[config.mk]
export PLATFORM = sky130hd
export DESIGN_NAME = crc16_engine
export DESIGN_NICKNAME = d
export VERILOG_FILES = /design/src/rtl/crc16_pkg.sv /design/src/rtl/crc16_ctrl.sv /design/src/rtl/crc16_datapath.sv /design/src/rtl/crc16_engine.sv
export SDC_FILE = /design/constraint.sdc
export NUM_CORES = 1
export LEC_CHECK = 0
export BUFFER_PORTS_ARGS = -buffer_cell sky130_fd_sc_hd__buf_2
export CAP_MARGIN = 0
export CORE_UTILIZATION = 25
export CTS_BUF_LIST = sky130_fd_sc_hd__clkbuf_4
export CTS_CLUSTER_DIAMETER = 80
export DETAILED_ROUTE_END_ITERATION = 8
export PLACE_DENSITY = 0.56
export SLEW_MARGIN = 20
export SYNTH_ARGS = -nofsm -noshare
export SYNTH_HDL_FRONTEND = slang
export SYNTH_SLANG_ARGS = --single-unit
[constraint.sdc]
create_clock -name clk -period 2.3 [get_ports clk]
set_input_delay 0.23 -clock clk [delete_from_list [all_inputs] [get_ports clk]]
set_output_delay 0.23 -clock clk [all_outputs]
set_load 0.1 [all_outputs]
[src/rtl/crc16_pkg.sv]
package crc16_pkg;

  // Strobes from control to datapath; at most one is high per cycle.
  typedef struct packed {
    logic loadSeed;
    logic foldByte;
  } crcCtrl_t;

endpackage

[src/rtl/crc16_ctrl.sv]
module crc16_ctrl
  import crc16_pkg::*;
(
  input  logic     clk,
  input  logic     rstN,
  input  logic     seedWr,
  input  logic     dataValid,
  output crcCtrl_t ctrl,
  output logic     byteAck
);

  // The seed write wins; the byte in a colliding cycle is dropped.
  always_comb begin
    ctrl.loadSeed = rstN & seedWr;
    ctrl.foldByte = rstN & dataValid & ~seedWr;
  end

  assign byteAck = ctrl.foldByte;


  strobe_excl_chk: assert property (@(posedge clk) disable iff (!rstN)
    $onehot0({ctrl.loadSeed, ctrl.foldByte}));


  seed_blocks_ack_chk: assert property (@(posedge clk) disable iff (!rstN)
    seedWr |-> !byteAck);


  reset_no_ack_chk: assert property (@(posedge clk)
    !rstN |-> !byteAck);

endmodule

[src/rtl/crc16_datapath.sv]
module crc16_datapath
  import crc16_pkg::*;
#(
  parameter int CRC_W = 16,
  parameter int DATA_W = 8,
  parameter logic [CRC_W-1:0] POLY = 16'h1021,
  parameter logic [CRC_W-1:0] RESET_VAL = '0
)(
  input  logic              clk,
  input  logic              rstN,
  input  crcCtrl_t          ctrl,
  input  logic [CRC_W-1:0]  seedVal,
  input  logic [DATA_W-1:0] dataByte,
  output logic [CRC_W-1:0]  remainder
);

  localparam int MSB = CRC_W - 1;

  // stage[0] is the current remainder; stage[DATA_W] has every bit folded in.
  logic [DATA_W:0][CRC_W-1:0] stage;

  assign stage[0] = remainder;

  for (genvar i = 0; i < DATA_W; i++) begin : g_bit
    logic feedback;
    assign feedback = dataByte[DATA_W-1-i] ^ stage[i][MSB];
    assign stage[i+1] = {stage[i][MSB-1:0], 1'b0} ^ (feedback ? POLY : '0);
  end

  always_ff @(posedge clk or negedge rstN) begin
    if (!rstN)              remainder <= RESET_VAL;
    else if (ctrl.loadSeed) remainder <= seedVal;
    else if (ctrl.foldByte) remainder <= stage[DATA_W];
  end


  seed_load_chk: assert property (@(posedge clk) disable iff (!rstN)
    ctrl.loadSeed |=> remainder == $past(seedVal));


  idle_hold_chk: assert property (@(posedge clk) disable iff (!rstN)
    !ctrl.loadSeed && !ctrl.foldByte |=> $stable(remainder));


  zero_fold_chk: assert property (@(posedge clk) disable iff (!rstN)
    ctrl.foldByte && remainder == '0 && dataByte == '0 |=> remainder == '0);


  reset_value_chk: assert property (@(posedge clk)
    $rose(rstN) |-> remainder == RESET_VAL);

endmodule

[src/rtl/crc16_engine.sv]
module crc16_engine
  import crc16_pkg::*;
#(
  parameter int CRC_W = 16,
  parameter int DATA_W = 8,
  parameter logic [CRC_W-1:0] POLY = 16'h1021
)(
  input  logic              clk,
  input  logic              rstN,
  input  logic              seedWr,
  input  logic [CRC_W-1:0]  seedVal,
  input  logic              dataValid,
  input  logic [DATA_W-1:0] dataByte,
  output logic              byteAck,
  output logic [CRC_W-1:0]  crcOut
);

  crcCtrl_t ctrl;

  crc16_ctrl u_ctrl (
    .clk       (clk),
    .rstN      (rstN),
    .seedWr    (seedWr),
    .dataValid (dataValid),
    .ctrl      (ctrl),
    .byteAck   (byteAck)
  );

  crc16_datapath #(
    .CRC_W     (CRC_W),
    .DATA_W    (DATA_W),
    .POLY      (POLY),
    .RESET_VAL ('0)
  ) u_dp (
    .clk       (clk),
    .rstN      (rstN),
    .ctrl      (ctrl),
    .seedVal   (seedVal),
    .dataByte  (dataByte),
    .remainder (crcOut)
  );

endmodule

==> run metrics <==
H-Tree Depth 1; crit-path max FO 14; CTS Hold Bufs 1; CTS root buffer clkbuf_4; Syn Std Cell Area roughly 1100 um2; Critical-path top delay cell dlygate4sd3_1; vias in the first global route slightly above 900; share of cells above drive strength 1 39.7%; Simple-Gate Fraction of Synth Area 2.59%; final hold violations 0; Pleak between 0.7 and 0.8 nW; FF+latch count, synth 16; Total GRT Usage 13.2%; max_slew headroom 59.7%; Die Ht 67.1 um; num ports 45; placed cell count around 180; global route total overflow 0; Final min period 1.89 ns; DRC viols 0; Reg clk slew, reported paths 0.11 ns; max cap viols 0; sum of negative setup slack 0 ns; hpwl dp 2.10 mm; Die Area around 4500 um2; initial antenna violation count 0; Arr. time, crit path 1.66 ns; largest family of logic cells by synthesized area XOR/XNOR gates; max-slew violations 0; worst vdd ir 0.000489 V; status finished clean; complex-gate fraction of the synthesized area 20.9%; Post-Synth XOR/XNOR Area a little over a third; Non-Filler Instances 186; Adder-Cell Fraction of Synth Area 0%; Crit Path Class input port to primary output; global-route wire length before repair roughly 4.4 mm; final worst-path cycle share 82.0%; total core area just over 4000 um2; Synth cell types 19; post-synthesis sequential area ratio between 30% and 40%; synthesized net count 116; multiplexer share of the synthesized area 0%; final hold slack 0.164 ns; largest net degree at the start of global routing 16; Least-Margin Pin Slew 0.604 ns; Synth Instances 88; ANT cells 0; later-pin clock latency in the skew report 0.30 ns; Clock Skew 0.00310 ns; CTS tree built; FMAX about 530 MHz; starting density of the core 26.3%; DR iter-0 viols 28; DIE WIDTH between 60 and 70 um; top cells by area, synth dfrtp_1 (38%), xnor3_1 (15%), a22oi_1 (11%); Worst Setup Start Kind input port; Finish-stage setup viols 0; PostCTS Resize Cnt 0; most used cell along the critical path buf_2; fillers 435; drt pass-1 iters 4; standard-cell rows 23; hold crit path type input port to flip-flop; Avg Vias per Cell 4.73; nets 165; RSZ-0062 raised after global routing no; P per Cell Area 1280 nW/um2; critical path's largest stage delay 0.52 ns; Antenna Violating Nets Remaining 0; post-CTS setup buffers 0; vias post-DR 880; routability cong. around 0.72; final WL approximately 2.8 mm; Port-buffer cells 44; Mapped Avg Cell Area between 10 and 15 um2; area added between synthesis and finish 30.5%; clock sink count 16; Critical Path RT between 2 and 2.5 ns; CTS buffer count 3; WL/cell 15.0 um; post-synth top area cell dfrtp_1; Clock Tree Buf Depth 2; Largest register FFs 16; Regs by FF count u_dp.remainder x16; top-area cell type share of the netlist area 37.7%; Ys Warns 0; crit-path cells dlygate4sd3_1, buf_2, nand3b_1, inv_1, buf_2; Most flops, register u_dp.remainder; Critical Path Sink Type primary output
placed cells by master, fill, tap and decap left out:
master | Yosys | routed
a22o_1 | 1 | 1
a22oi_1 | 15 | 15
and2_1 | 1 | 1
buf_2 | 2 | 44
buf_4 | 0 | 3
clkbuf_4 | 0 | 3
clkinv_1 | 0 | 1
dfrtp_1 | 16 | 16
dlygate4sd3_1 | 0 | 1
inv_1 | 5 | 5
nand2_1 | 1 | 1
nand2b_1 | 1 | 1
nand3b_1 | 1 | 1
nor2_1 | 1 | 1
o21ai_0 | 5 | 5
o21ai_1 | 8 | 8
o221ai_1 | 4 | 4
xnor2_1 | 11 | 11
xnor2_2 | 4 | 4
xnor3_1 | 7 | 7
xor2_1 | 1 | 1
xor3_1 | 2 | 2
critical path: cells and delay by family:
| kind | cells | cell delay, ns |
|---|---|---|
| and+or+nand+nor | 1 | 0.14 |
| buffers and inverters | 4 | 1.29 |
final timing paths:
kind / slack [ns] / cells past startpoint / endpoint / start
max reg2reg: 0.82 / 3 / u_dp.remainder[5] / u_dp.remainder[13]
min reg2reg: 0.56 / 2 / u_dp.remainder[6] / u_dp.remainder[6]
max in group asynchronous: 1.53 / 3 / u_dp.remainder[4] / rstN
min in group asynchronous: 0.32 / 2 / u_dp.remainder[0] / rstN
max: 0.41 / 5 / byteAck / rstN
min: 0.16 / 3 / u_dp.remainder[10] / seedVal[10]
layout make-up:
type	count	area (um2)	area share, %
sequential	16	400	28.9
tap	50	62.6	4.52
multi-input combinational	63	624	45.1
clock buffer	3	22.5	1.63
inverter	5	18.8	1.36
clock inverter	1	3.75	0.271
timing repair buffer	48	253	18.2
power breakdown:
part,internal (mW),switching (mW)
registers,0.351,0.0755
logic,0.410,0.774
clock network,0.0632,0.104
synth_stat cells:
| library cell | count |
|---|---|
| dfrtp_1 | 16 |
| a22oi_1 | 15 |
| xnor2_1 | 11 |
| o21ai_1 | 8 |
| xnor3_1 | 7 |
| inv_1 | 5 |
| o21ai_0 | 5 |
| o221ai_1 | 4 |
| xnor2_2 | 4 |
| buf_2 | 2 |
| clkbuf_1 | 2 |
| xor3_1 | 2 |
| a22o_1 | 1 |
| and2_1 | 1 |
| nand2_1 | 1 |
| nand2b_1 | 1 |
| nand3b_1 | 1 |
| nor2_1 | 1 |
| xor2_1 | 1 |
per-stage QoR:
stage          power, mW  util (%)  setup slack [ns]  instance area [um2]
5_1_grt             1.86      34.4             0.298                 1390
3_3_place_gp        1.61      33.5             0.865                 1350
2_1_floorplan       1.42         -             0.387                 1060
4_1_cts             1.79      34.4             0.390                 1390
6_report            1.78      34.4             0.413                 1390
3_5_place_dp        1.62      33.5             0.834                 1350
routing by layer:
metal  global-route usage, %  vias to the layer above  share of wire (%)
li1                        -                      419                  -
met1                    16.5                      428                 47
met2                    22.6                       29                 48
met3                    1.52                        4                4.0
met4                    6.38                        0                1.5
met5                       0                        -                  0
logic make-up after synthesis:
family	Yosys count
and+or+nand+nor	5
AOI/OAI and AO/OA	33
DFF	16
buffers and inverters	9
xor gates and xnor gates	25
Note: power is estimated with default switching activity, not from simulation.
